==> src/rtl/statusFlags_pkg.sv <==
package statusFlags_pkg;

  localparam int DATA_W = 8;

  localparam int POS_C = 0;
  localparam int POS_Z = 1;
  localparam int POS_I = 2;
  localparam int POS_D = 3;
  localparam int POS_B = 4;
  localparam int POS_T = 5;
  localparam int POS_V = 6;
  localparam int POS_N = 7;

  localparam int CMD_W = 4;

  localparam logic [DATA_W-1:0] B_BIT      = DATA_W'(1) << POS_B;
  localparam logic [DATA_W-1:0] RESET_WORD = DATA_W'(1) << POS_I;

  typedef enum logic [CMD_W-1:0] {
    CMD_NONE = 4'd0,
    CMD_SEC  = 4'd1,
    CMD_CLC  = 4'd2,
    CMD_SEI  = 4'd3,
    CMD_CLI  = 4'd4,
    CMD_SED  = 4'd5,
    CMD_CLD  = 4'd6,
    CMD_SET  = 4'd7,
    CMD_CLT  = 4'd8,
    CMD_CLV  = 4'd9
  } flagCmd_e;

  typedef struct packed {
    logic [DATA_W-1:0] setMask;
    logic [DATA_W-1:0] clrMask;
    logic              ldC;
    logic              ldZ;
    logic              ldV;
    logic              ldN;
    logic              ldBit;
    logic              restore;
    logic              enterInt;
  } flagStrobe_t;

endpackage

==> src/rtl/flagCtrl.sv <==
module flagCtrl
  import statusFlags_pkg::*;
(
  input  logic        clk,
  input  logic        rstN,
  input  logic [CMD_W-1:0] flagCmd,
  input  logic        updC,
  input  logic        updZ,
  input  logic        updV,
  input  logic        updN,
  input  logic        bitOp,
  input  logic        restoreEn,
  input  logic        irqEntry,
  input  logic        brkEntry,
  input  logic        irqReq,
  input  logic        iFlag,
  output flagStrobe_t stb,
  output logic        irqTake
);

  flagCmd_e cmd;
  assign cmd = flagCmd_e'(flagCmd);

  always_comb begin
    stb = '0;
    case (cmd)
      CMD_SEC: stb.setMask[POS_C] = 1'b1;
      CMD_CLC: stb.clrMask[POS_C] = 1'b1;
      CMD_SEI: stb.setMask[POS_I] = 1'b1;
      CMD_CLI: stb.clrMask[POS_I] = 1'b1;
      CMD_SED: stb.setMask[POS_D] = 1'b1;
      CMD_CLD: stb.clrMask[POS_D] = 1'b1;
      CMD_SET: stb.setMask[POS_T] = 1'b1;
      CMD_CLT: stb.clrMask[POS_T] = 1'b1;
      CMD_CLV: stb.clrMask[POS_V] = 1'b1;
      default: ;
    endcase
    stb.ldC      = updC;
    stb.ldZ      = updZ;
    // a bit test owns V and N for its cycle
    stb.ldV      = updV & ~bitOp;
    stb.ldN      = updN & ~bitOp;
    stb.ldBit    = bitOp;
    stb.restore  = restoreEn;
    stb.enterInt = irqEntry | brkEntry;
  end

  // hardware requests are held off by I; the break path never looks at it
  assign irqTake = irqReq & ~iFlag;

  AST_ONE_FLAG_PER_CMD: assert property (@(posedge clk) disable iff (!rstN)
    $onehot0(stb.setMask | stb.clrMask));

  AST_NO_SET_ON_B: assert property (@(posedge clk) disable iff (!rstN)
    !stb.setMask[POS_B]);

endmodule

==> src/rtl/flagPath.sv <==
module flagPath
  import statusFlags_pkg::*;
(
  input  logic              clk,
  input  logic              rstN,
  input  flagStrobe_t       stb,
  input  logic              carrySel,
  input  logic              shiftOut,
  input  logic              aluCarry,
  input  logic              aluOverflow,
  input  logic [DATA_W-1:0] aluResult,
  input  logic [DATA_W-1:0] bitOperand,
  input  logic [DATA_W-1:0] restoreByte,
  output logic [DATA_W-1:0] q
);

  logic [DATA_W-1:0] fromData;
  logic [DATA_W-1:0] afterCmd;
  logic [DATA_W-1:0] nxt;

  // stage 1: datapath loads
  always_comb begin
    fromData = q;
    if (stb.ldC) fromData[POS_C] = carrySel ? shiftOut : aluCarry;
    if (stb.ldZ) fromData[POS_Z] = (aluResult == '0);
    if (stb.ldV) fromData[POS_V] = aluOverflow;
    if (stb.ldN) fromData[POS_N] = aluResult[DATA_W-1];
    if (stb.ldBit) begin
      fromData[POS_V] = bitOperand[POS_V];
      fromData[POS_N] = bitOperand[POS_N];
    end
  end

  // stage 2: explicit commands override datapath loads
  assign afterCmd = (fromData | stb.setMask) & ~stb.clrMask;

  // stage 3: restore overrides all, entry forces I, B never stored
  always_comb begin
    nxt = stb.restore ? restoreByte : afterCmd;
    if (stb.enterInt) nxt[POS_I] = 1'b1;
    nxt[POS_B] = 1'b0;
  end

  always_ff @(posedge clk or negedge rstN) begin
    if (!rstN) q <= RESET_WORD;
    else       q <= nxt;
  end

  AST_SET_WINS: assert property (@(posedge clk) disable iff (!rstN)
    $past(!stb.restore) |-> ((q & $past(stb.setMask)) == $past(stb.setMask)));

  AST_CLR_WINS: assert property (@(posedge clk) disable iff (!rstN)
    $past(!stb.restore && !stb.enterInt) |-> ((q & $past(stb.clrMask)) == '0));

  AST_ENTRY_SETS_I: assert property (@(posedge clk) disable iff (!rstN)
    $past(stb.enterInt) |-> q[POS_I]);

  AST_RESTORE_LOAD: assert property (@(posedge clk) disable iff (!rstN)
    $past(stb.restore && !stb.enterInt) |-> (q == ($past(restoreByte) & ~B_BIT)));

  AST_BIT_LOAD: assert property (@(posedge clk) disable iff (!rstN)
    $past(stb.ldBit && !stb.restore && stb.clrMask == '0)
      |-> (q[POS_N:POS_V] == $past(bitOperand[POS_N:POS_V])));

endmodule

==> src/rtl/statusFlags.sv <==
module statusFlags
  import statusFlags_pkg::*;
(
  input  logic       clk,
  input  logic       rstN,
  input  logic [3:0] flagCmd,
  input  logic       updC,
  input  logic       updZ,
  input  logic       updV,
  input  logic       updN,
  input  logic       carrySel,
  input  logic       shiftOut,
  input  logic       aluCarry,
  input  logic       aluOverflow,
  input  logic [7:0] aluResult,
  input  logic       bitOp,
  input  logic [7:0] bitOperand,
  input  logic       irqReq,
  input  logic       irqEntry,
  input  logic       brkEntry,
  input  logic       restoreEn,
  input  logic [7:0] restoreByte,
  output logic [7:0] flags,
  output logic       intMask,
  output logic       irqTake,
  output logic       decimalMode,
  output logic       tMode,
  output logic [7:0] pushByte
);

  flagStrobe_t stb;

  flagCtrl u_ctrl (
    .clk       (clk),
    .rstN      (rstN),
    .flagCmd   (flagCmd),
    .updC      (updC),
    .updZ      (updZ),
    .updV      (updV),
    .updN      (updN),
    .bitOp     (bitOp),
    .restoreEn (restoreEn),
    .irqEntry  (irqEntry),
    .brkEntry  (brkEntry),
    .irqReq    (irqReq),
    .iFlag     (flags[POS_I]),
    .stb       (stb),
    .irqTake   (irqTake)
  );

  flagPath u_path (
    .clk         (clk),
    .rstN        (rstN),
    .stb         (stb),
    .carrySel    (carrySel),
    .shiftOut    (shiftOut),
    .aluCarry    (aluCarry),
    .aluOverflow (aluOverflow),
    .aluResult   (aluResult),
    .bitOperand  (bitOperand),
    .restoreByte (restoreByte),
    .q           (flags)
  );

  assign intMask     = flags[POS_I];
  assign decimalMode = flags[POS_D];
  assign tMode       = flags[POS_T];

  always_comb begin
    pushByte        = flags;
    pushByte[POS_B] = brkEntry;
  end

  AST_PUSH_MIRRORS_FLAGS: assert property (@(posedge clk) disable iff (!rstN)
    ((pushByte & ~B_BIT) == flags));

  AST_MASK_BLOCKS_IRQ: assert property (@(posedge clk) disable iff (!rstN)
    intMask |-> !irqTake);

  AST_LIVE_B_ZERO: assert property (@(posedge clk) disable iff (!rstN)
    !flags[POS_B]);

endmodule

==> config.mk <==
export PLATFORM = sky130hd
export DESIGN_NAME = statusFlags
export DESIGN_NICKNAME = d
export VERILOG_FILES = /design/src/rtl/statusFlags_pkg.sv /design/src/rtl/flagCtrl.sv /design/src/rtl/flagPath.sv /design/src/rtl/statusFlags.sv
export SDC_FILE = /design/constraint.sdc
export NUM_CORES = 1
export LEC_CHECK = 0
export BUFFER_PORTS_ARGS = -buffer_cell sky130_fd_sc_hd__clkbuf_2
export CORE_MARGIN = 4
export CORE_UTILIZATION = 35
export DETAILED_ROUTE_END_ITERATION = 7
export PLACE_DENSITY = 0.93
export SLEW_MARGIN = 25
export SYNTH_ARGS = -nofsm -noshare
export SYNTH_HDL_FRONTEND = slang
export SYNTH_SLANG_ARGS = --single-unit
==> constraint.sdc <==
create_clock -name clk -period 2.04 [get_ports clk]
set_input_delay 0.204 -clock clk [delete_from_list [all_inputs] [get_ports clk]]
set_output_delay 0.204 -clock clk [all_outputs]
set_load 0.005 [all_outputs]
==> metrics, run 1 <==
Initial DRT Pass Iterations 2; endpoint of the worst-slack reg-to-reg timing path u_path.q[7]$_DFFE_PN0P_; count of filler cells inserted in the layout ~140; maximum buffer depth of the clock tree 2; post-synth cell types 25; DPL Wire Length 1361 um; number of hold violations in the final report 0; share of the yosys chip area belonging to registers 0.3241; overall die height approximately 47 um; pin count of the biggest net entering global routing 16; number of I/O pins 63; final instance count without filler cells 122; Worst Hold Depth 3; setup tns final 0 ns; clock-pin transition on the worst setup and hold timing paths 0.06 ns; Worst Setup Start Kind flip-flop; Regs by FF count u_path.q x7; Final Cycle Share 0.5763; worst hold path class primary input to flip-flop; wire length of the first global-routing pass 2166 um; H-Tree Level Count 1; cell taking the most area after synthesis dfrtp_1; worst reg-to-reg setup slack 1.08 ns; total number of vias 598; Initial Utilization 0.3937; TritonCTS sink count 7; count of buffers from port buffering 54; CTS Root Buffer Type clkbuf_4; GP Congestion 0.6479; overall power after layout 0.4077 mW; number of DRC markers after the initial detailed-route iteration 9; number of nets produced by synthesis 104; number of max-slew violations in the final report 0; setup repair after global routing missed its margin no; number of cells produced by synthesis 61; #FFs+latches synth 7; Warnings, synthesis 0; total standard cell area after synthesis 544.3 um2; post-synthesis to final-layout area growth 42.30%; worst endpoint data arrival time 0.97 ns; synth cell count leaders 12 x buf_4, 6 x dfrtp_1, 5 x a21oi_1, 5 x nand2_1, 4 x mux2i_1; die width 47.44 um; endpoint of the worst hold path u_path.q[5]$_DFF_PN0_; critical path required time 1.84 ns; total placed cells including tap cells 117; Final setup violation count 0; number of diodes 0; synthesized area per cell 8.922 um2; row cnt 13; worst setup path category flip-flop to output port; FF-to-FF path depth 3; number of global-route vias before repair 549; overall die area 0.002250 mm2; count of unresolved DRC violations after routing 0; final net count around 150; # Max-Cap Violations 0; detail-routed via count per cell 4.902; minimum clock period between 1 and 1.5 ns; power density over the cells 526.4 mW/mm2; Largest Register u_path.q; Post-CTS Setup Repair Bufs 0; most common cell in the netlist buf_4; area share of the largest cell type after synthesis 0.2759; kind of end point of the critical path output port; wirelength, routed 1543 um; async set-or-reset flop fraction in the synthesized netlist 1.000; number of nets still failing antenna checks after routing 0; gr ovfl total 0; Hold Startpoint restoreByte[5]; initial antenna violation count 0; proportion of layout cells with a drive suffix above 1 0.5607; Synth area leaders dfrtp_1 28%, buf_4 17%, mux2i_1 7.4%; number of enable flip-flop cells after synthesis 0; critical path peak fanout 6; clk_skew 0 ns; leakage power 0.4266 nW; core region area between 0.001 and 0.0015 mm2; startpoint of the worst-slack reg-to-reg timing path u_path.q[7]$_DFFE_PN0P_; source-to-sink clock delay at the later pin of the worst-skew pair 0.26 ns; most instantiated flip-flop cell in the synthesis netlist dfrtp_1; overall track demand over capacity in global routing 0.1402; result of the run completed; post-DR wirelength/cell 12.65 um; FMAX 850.7 MHz; Inserted Clock Buffers 3; number of flip-flops in the largest register 7; CTS tree yes; worst-case vdd ir drop 0.2748 mV
per-stage QoR:
step / hold slack, ns / setup slack, ns / area [um2] / utilization
2_1_floorplan: -0.09159 / 1.044 / 544.3 / -
3_3_place_gp: 0.04850 / 0.9077 / 738.2 / 0.5339
3_5_place_dp: 0.04892 / 0.8832 / 738.2 / 0.5339
4_1_cts: 0.1502 / 0.8517 / 774.5 / 0.5602
5_1_grt: 0.1688 / 0.7939 / 774.5 / 0.5602
6_report: 0.1492 / 0.8644 / 774.5 / 0.5602
what timing repair did:
action,CTS,global route
endpoints found under the hold margin,7,0
resized for setup,0,0
hold buffers,1,0
critical path, stage by stage (launching register included):
cell      delay [ns]
dfstp_2         0.56
nor2b_1         0.05
clkbuf_2        0.10
cell families (layout without fill, tap and decap cells):
family                 count (synthesis)  count (layout)  synth area share
AND/OR/NAND/NOR                       19              19            0.2092
flip-flops                             7               7            0.3241
AO/OA/AOI/OAI                         15              15            0.1701
other                                  1               1          0.006890
buffers and inverters                 13              59            0.1747
multiplexers                           6               6            0.1149
layout by cell type, fill, tap and decap left out, types with 2 or more instances in the layout:
| cell | netlist | routed |
|---|---|---|
| o21ai_0 | 3 | 3 |
| a21oi_1 | 5 | 5 |
| or3b_1 | 2 | 2 |
| mux2i_1 | 4 | 4 |
| nand2_1 | 5 | 5 |
| nor4_1 | 2 | 2 |
| mux2_2 | 2 | 2 |
| nor2_1 | 2 | 2 |
| clkbuf_2 | 0 | 54 |
| clkbuf_4 | 0 | 3 |
| nor2b_1 | 3 | 3 |
| dfrtp_1 | 6 | 6 |
| o31ai_1 | 2 | 2 |
worst max path at each step:
stage	slack, ns	cells past startpoint	end	from
detailed placement	0.88	4	u_path.q[0]$_DFF_PN0_	flagCmd[0]
CTS	0.85	2	irqTake	u_path.q[2]$_DFF_PN1_
global placement	0.91	4	u_path.q[0]$_DFF_PN0_	flagCmd[0]
global route	0.79	2	irqTake	u_path.q[2]$_DFF_PN1_
floorplan	1.04	3	u_path.q[0]$_DFF_PN0_	flagCmd[0]
finish	0.86	2	irqTake	u_path.q[2]$_DFF_PN1_
where the power goes:
part / switching, mW / internal, mW / total [mW] / leakage [nW]
Clock: 0.0532 / 0.0748 / 0.128 / 0.0150
Sequential: 0.0106 / 0.152 / 0.162 / 0.0833
Combinational: 0.0512 / 0.0660 / 0.117 / 0.328
Total: 0.115 / 0.293 / 0.408 / 0.427
layout make-up:
cell class	count	area, um2	area share
timing repair buffer	55	280.3	0.3619
tap	15	18.77	0.02423
clock buffer	4	26.28	0.03393
multi-input combinational	41	272.8	0.3522
sequential	7	176.4	0.2278
metal layers:
layer / vias to the layer above / routed length, um / global-route usage
met5: - / 0 / 0
met4: 0 / 20 / 0.06077
met3: 2 / 159 / 0.06015
met2: 31 / 879 / 0.2380
met1: 261 / 484 / 0.1510
li1: 304 / - / -
Power figures use the tool's default switching activity.
==> inputs of run 2 (changes only) <==
--- a/config.mk
+++ b/config.mk
@@ -7,9 +7,9 @@
 export LEC_CHECK = 0
 export BUFFER_PORTS_ARGS = -buffer_cell sky130_fd_sc_hd__clkbuf_2
 export CORE_MARGIN = 4
-export CORE_UTILIZATION = 35
+export CORE_UTILIZATION = 32
 export DETAILED_ROUTE_END_ITERATION = 7
-export PLACE_DENSITY = 0.93
+export PLACE_DENSITY = 0.86
 export SLEW_MARGIN = 25
 export SYNTH_ARGS = -nofsm -noshare
 export SYNTH_HDL_FRONTEND = slang
==> constraint.sdc (replaced) <==
create_clock -name clk -period 1.2 [get_ports clk]
set_input_delay 0.12 -clock clk [delete_from_list [all_inputs] [get_ports clk]]
set_output_delay 0.12 -clock clk [all_outputs]
set_load 0.005 [all_outputs]
==> metrics, run 2 (synthesis results as in run 1) <==
result of the run completed; leading cell types in the layout, fill and taps excluded 54 x clkbuf_2, 6 x dfrtp_1, 5 x a21oi_1, 5 x nand2_1, 4 x mux2i_1; CTS Root Buffer Type clkbuf_4; DPL Wire Length 1306 um (-4.1%); Inserted Clock Buffers 3 (unchanged); total number of vias 600 (+0.33%); Initial Utilization 0.3491 (-0.04455); worst hold path class primary input to flip-flop; FF-to-FF path depth 3 (unchanged); die width 49.24 um (+3.8%); sequential share of power 0.407 (+0.008); H-Tree Level Count 1 (unchanged); Largest Register u_path.q; gr ovfl total 0 (unchanged); overall track demand over capacity in global routing 0.1331 (-0.007138); post-synthesis to final-layout area growth 42.53%; source-to-sink clock delay at the later pin of the worst-skew pair 0.24 ns (-0.02 ns); final hold slack 0.08387 ns (-0.06534 ns); Initial DRT Pass Iterations 4 (+2); # Max-Cap Violations 0 (unchanged); wirelength, routed 1512 um (-2.0%); clk_skew 0 ns (unchanged); post-DR wirelength/cell 12.29 um (-2.8%); proportion of layout cells with a drive suffix above 1 0.5607 (unchanged); combinational fraction of design power 0.291 (+0.003); critical path required time 1.08 ns (-0.76 ns); minimum clock period 1.087 ns; total net switching power 0.1844 mW (+60%); GP Congestion 0.6828 (+5.4%); overall die height 49.24 um (+3.8%); core region area 0.001559 mm2 (+13%); kind of end point of the critical path output port; number of hold violations in the final report 0 (unchanged); setup repair after global routing missed its margin no; clock-pin transition on the worst setup and hold timing paths 0.05 ns (about the same); number of I/O pins 63 (unchanged); overall power after layout 0.6814 mW (+67%); maximum buffer depth of the clock tree 2 (unchanged); overall die area 0.002425 mm2 (+7.8%); worst-case vdd ir drop 0.4295 mV (+56%); row cnt 14 (+1); pin count of the biggest net entering global routing 16 (unchanged); wire length of the first global-routing pass 2504 um (+16%); initial antenna violation count 0 (unchanged); power density over the cells 878.4 mW/mm2 (+67%); switching share of power 0.2707 (-0.01143); count of unresolved DRC violations after routing 0 (unchanged); utilization after layout 0.4976 (-0.06259); number of DRC markers after the initial detailed-route iteration 11 (+2); Regs by FF count u_path.q x7; critical path peak fanout 6 (unchanged); number of diodes 0 (unchanged); Int Pwr 0.4970 mW (+70%); worst endpoint data arrival time 0.97 ns (about the same); leakage power 0.4266 nW (unchanged); setup tns final 0 ns (unchanged); worst reg-to-reg setup slack 0.23 ns (-0.85 ns); number of global-route vias before repair 567 (+3.3%); TritonCTS sink count 7 (unchanged); Final setup violation count 0 (unchanged); FMAX 919.8 MHz; most common library cell in the layout ignoring fill and taps clkbuf_2; detail-routed via count per cell 4.878 (-0.48%); number of flip-flops in the largest register 7 (unchanged); Worst Hold Depth 3 (unchanged); worst setup path category flip-flop to output port; number of max-slew violations in the final report 0 (unchanged); CTS tree yes; clock share of power 0.302 (-0.012); count of buffers from port buffering 54 (unchanged); number of nets still failing antenna checks after routing 0 (unchanged); Final Cycle Share 0.9060; Worst Setup Start Kind flip-flop; final net count 151 (unchanged)
[run 2: worst max-delay path, cell delays in order, from the launching register on]
cell and delay [ns]:
dfstp_2 0.57, nor2b_1 0.05, clkbuf_2 0.11
[run 2: repair_timing]
| item | CTS | global route |
|---|---|---|
| gates resized for setup | 0 | 0 |
| buffers inserted | 0 | 0 |
| setup endpoints to repair | 0 | 0 |
| hold endpoints to repair | 7 | 0 |
| hold buffers | 1 | 0 |
[run 2: routing by layer]
layer  vias up  GRT usage  part of all wire
met5         -          0                 0
met4         0    0.02844                 0
met3         0    0.07645              0.14
met2        40     0.2321              0.50
met1       258     0.1364              0.36
li1        302          -                 -
[run 2: final timing paths]
kind | from | to
max in group asynchronous | rstN | u_path.q[2]$_DFF_PN1_
min | restoreByte[5] | u_path.q[5]$_DFF_PN0_
max | u_path.q[2]$_DFF_PN1_ | irqTake
max reg2reg | u_path.q[7]$_DFFE_PN0P_ | u_path.q[7]$_DFFE_PN0P_
min in group asynchronous | rstN | u_path.q[5]$_DFF_PN0_
min reg2reg | u_path.q[1]$_DFFE_PN0P_ | u_path.q[1]$_DFFE_PN0P_
[run 2: final cells by class]
cell class / count / area (um2)
repair buffers: 55 / 280.3
clock buffers: 4 / 26.28
fillers: 145 / 783.3
well taps: 16 / 20.02
flip-flops and latches: 7 / 176.4
multi-input cells: 41 / 272.8
[run 2: power groups by stage]
stage	clock network [mW]	registers, mW	logic (mW)
2_1_floorplan	0	0.281	0.110
3_3_place_gp	0	0.279	0.194
3_5_place_dp	0	0.282	0.198
4_1_cts	0.217	0.278	0.201
5_1_grt	0.228	0.282	0.221
6_report	0.206	0.278	0.198
[run 2: stage by stage]
step,area [um2],setup slack [ns],instances
3_3_place_gp,739.5,0.1569,118
4_1_cts,775.7,0.09549,123
2_1_floorplan,544.3,0.2697,61
6_report,775.7,0.1128,123
3_5_place_dp,739.5,0.1034,118
5_1_grt,775.7,0.06723,123
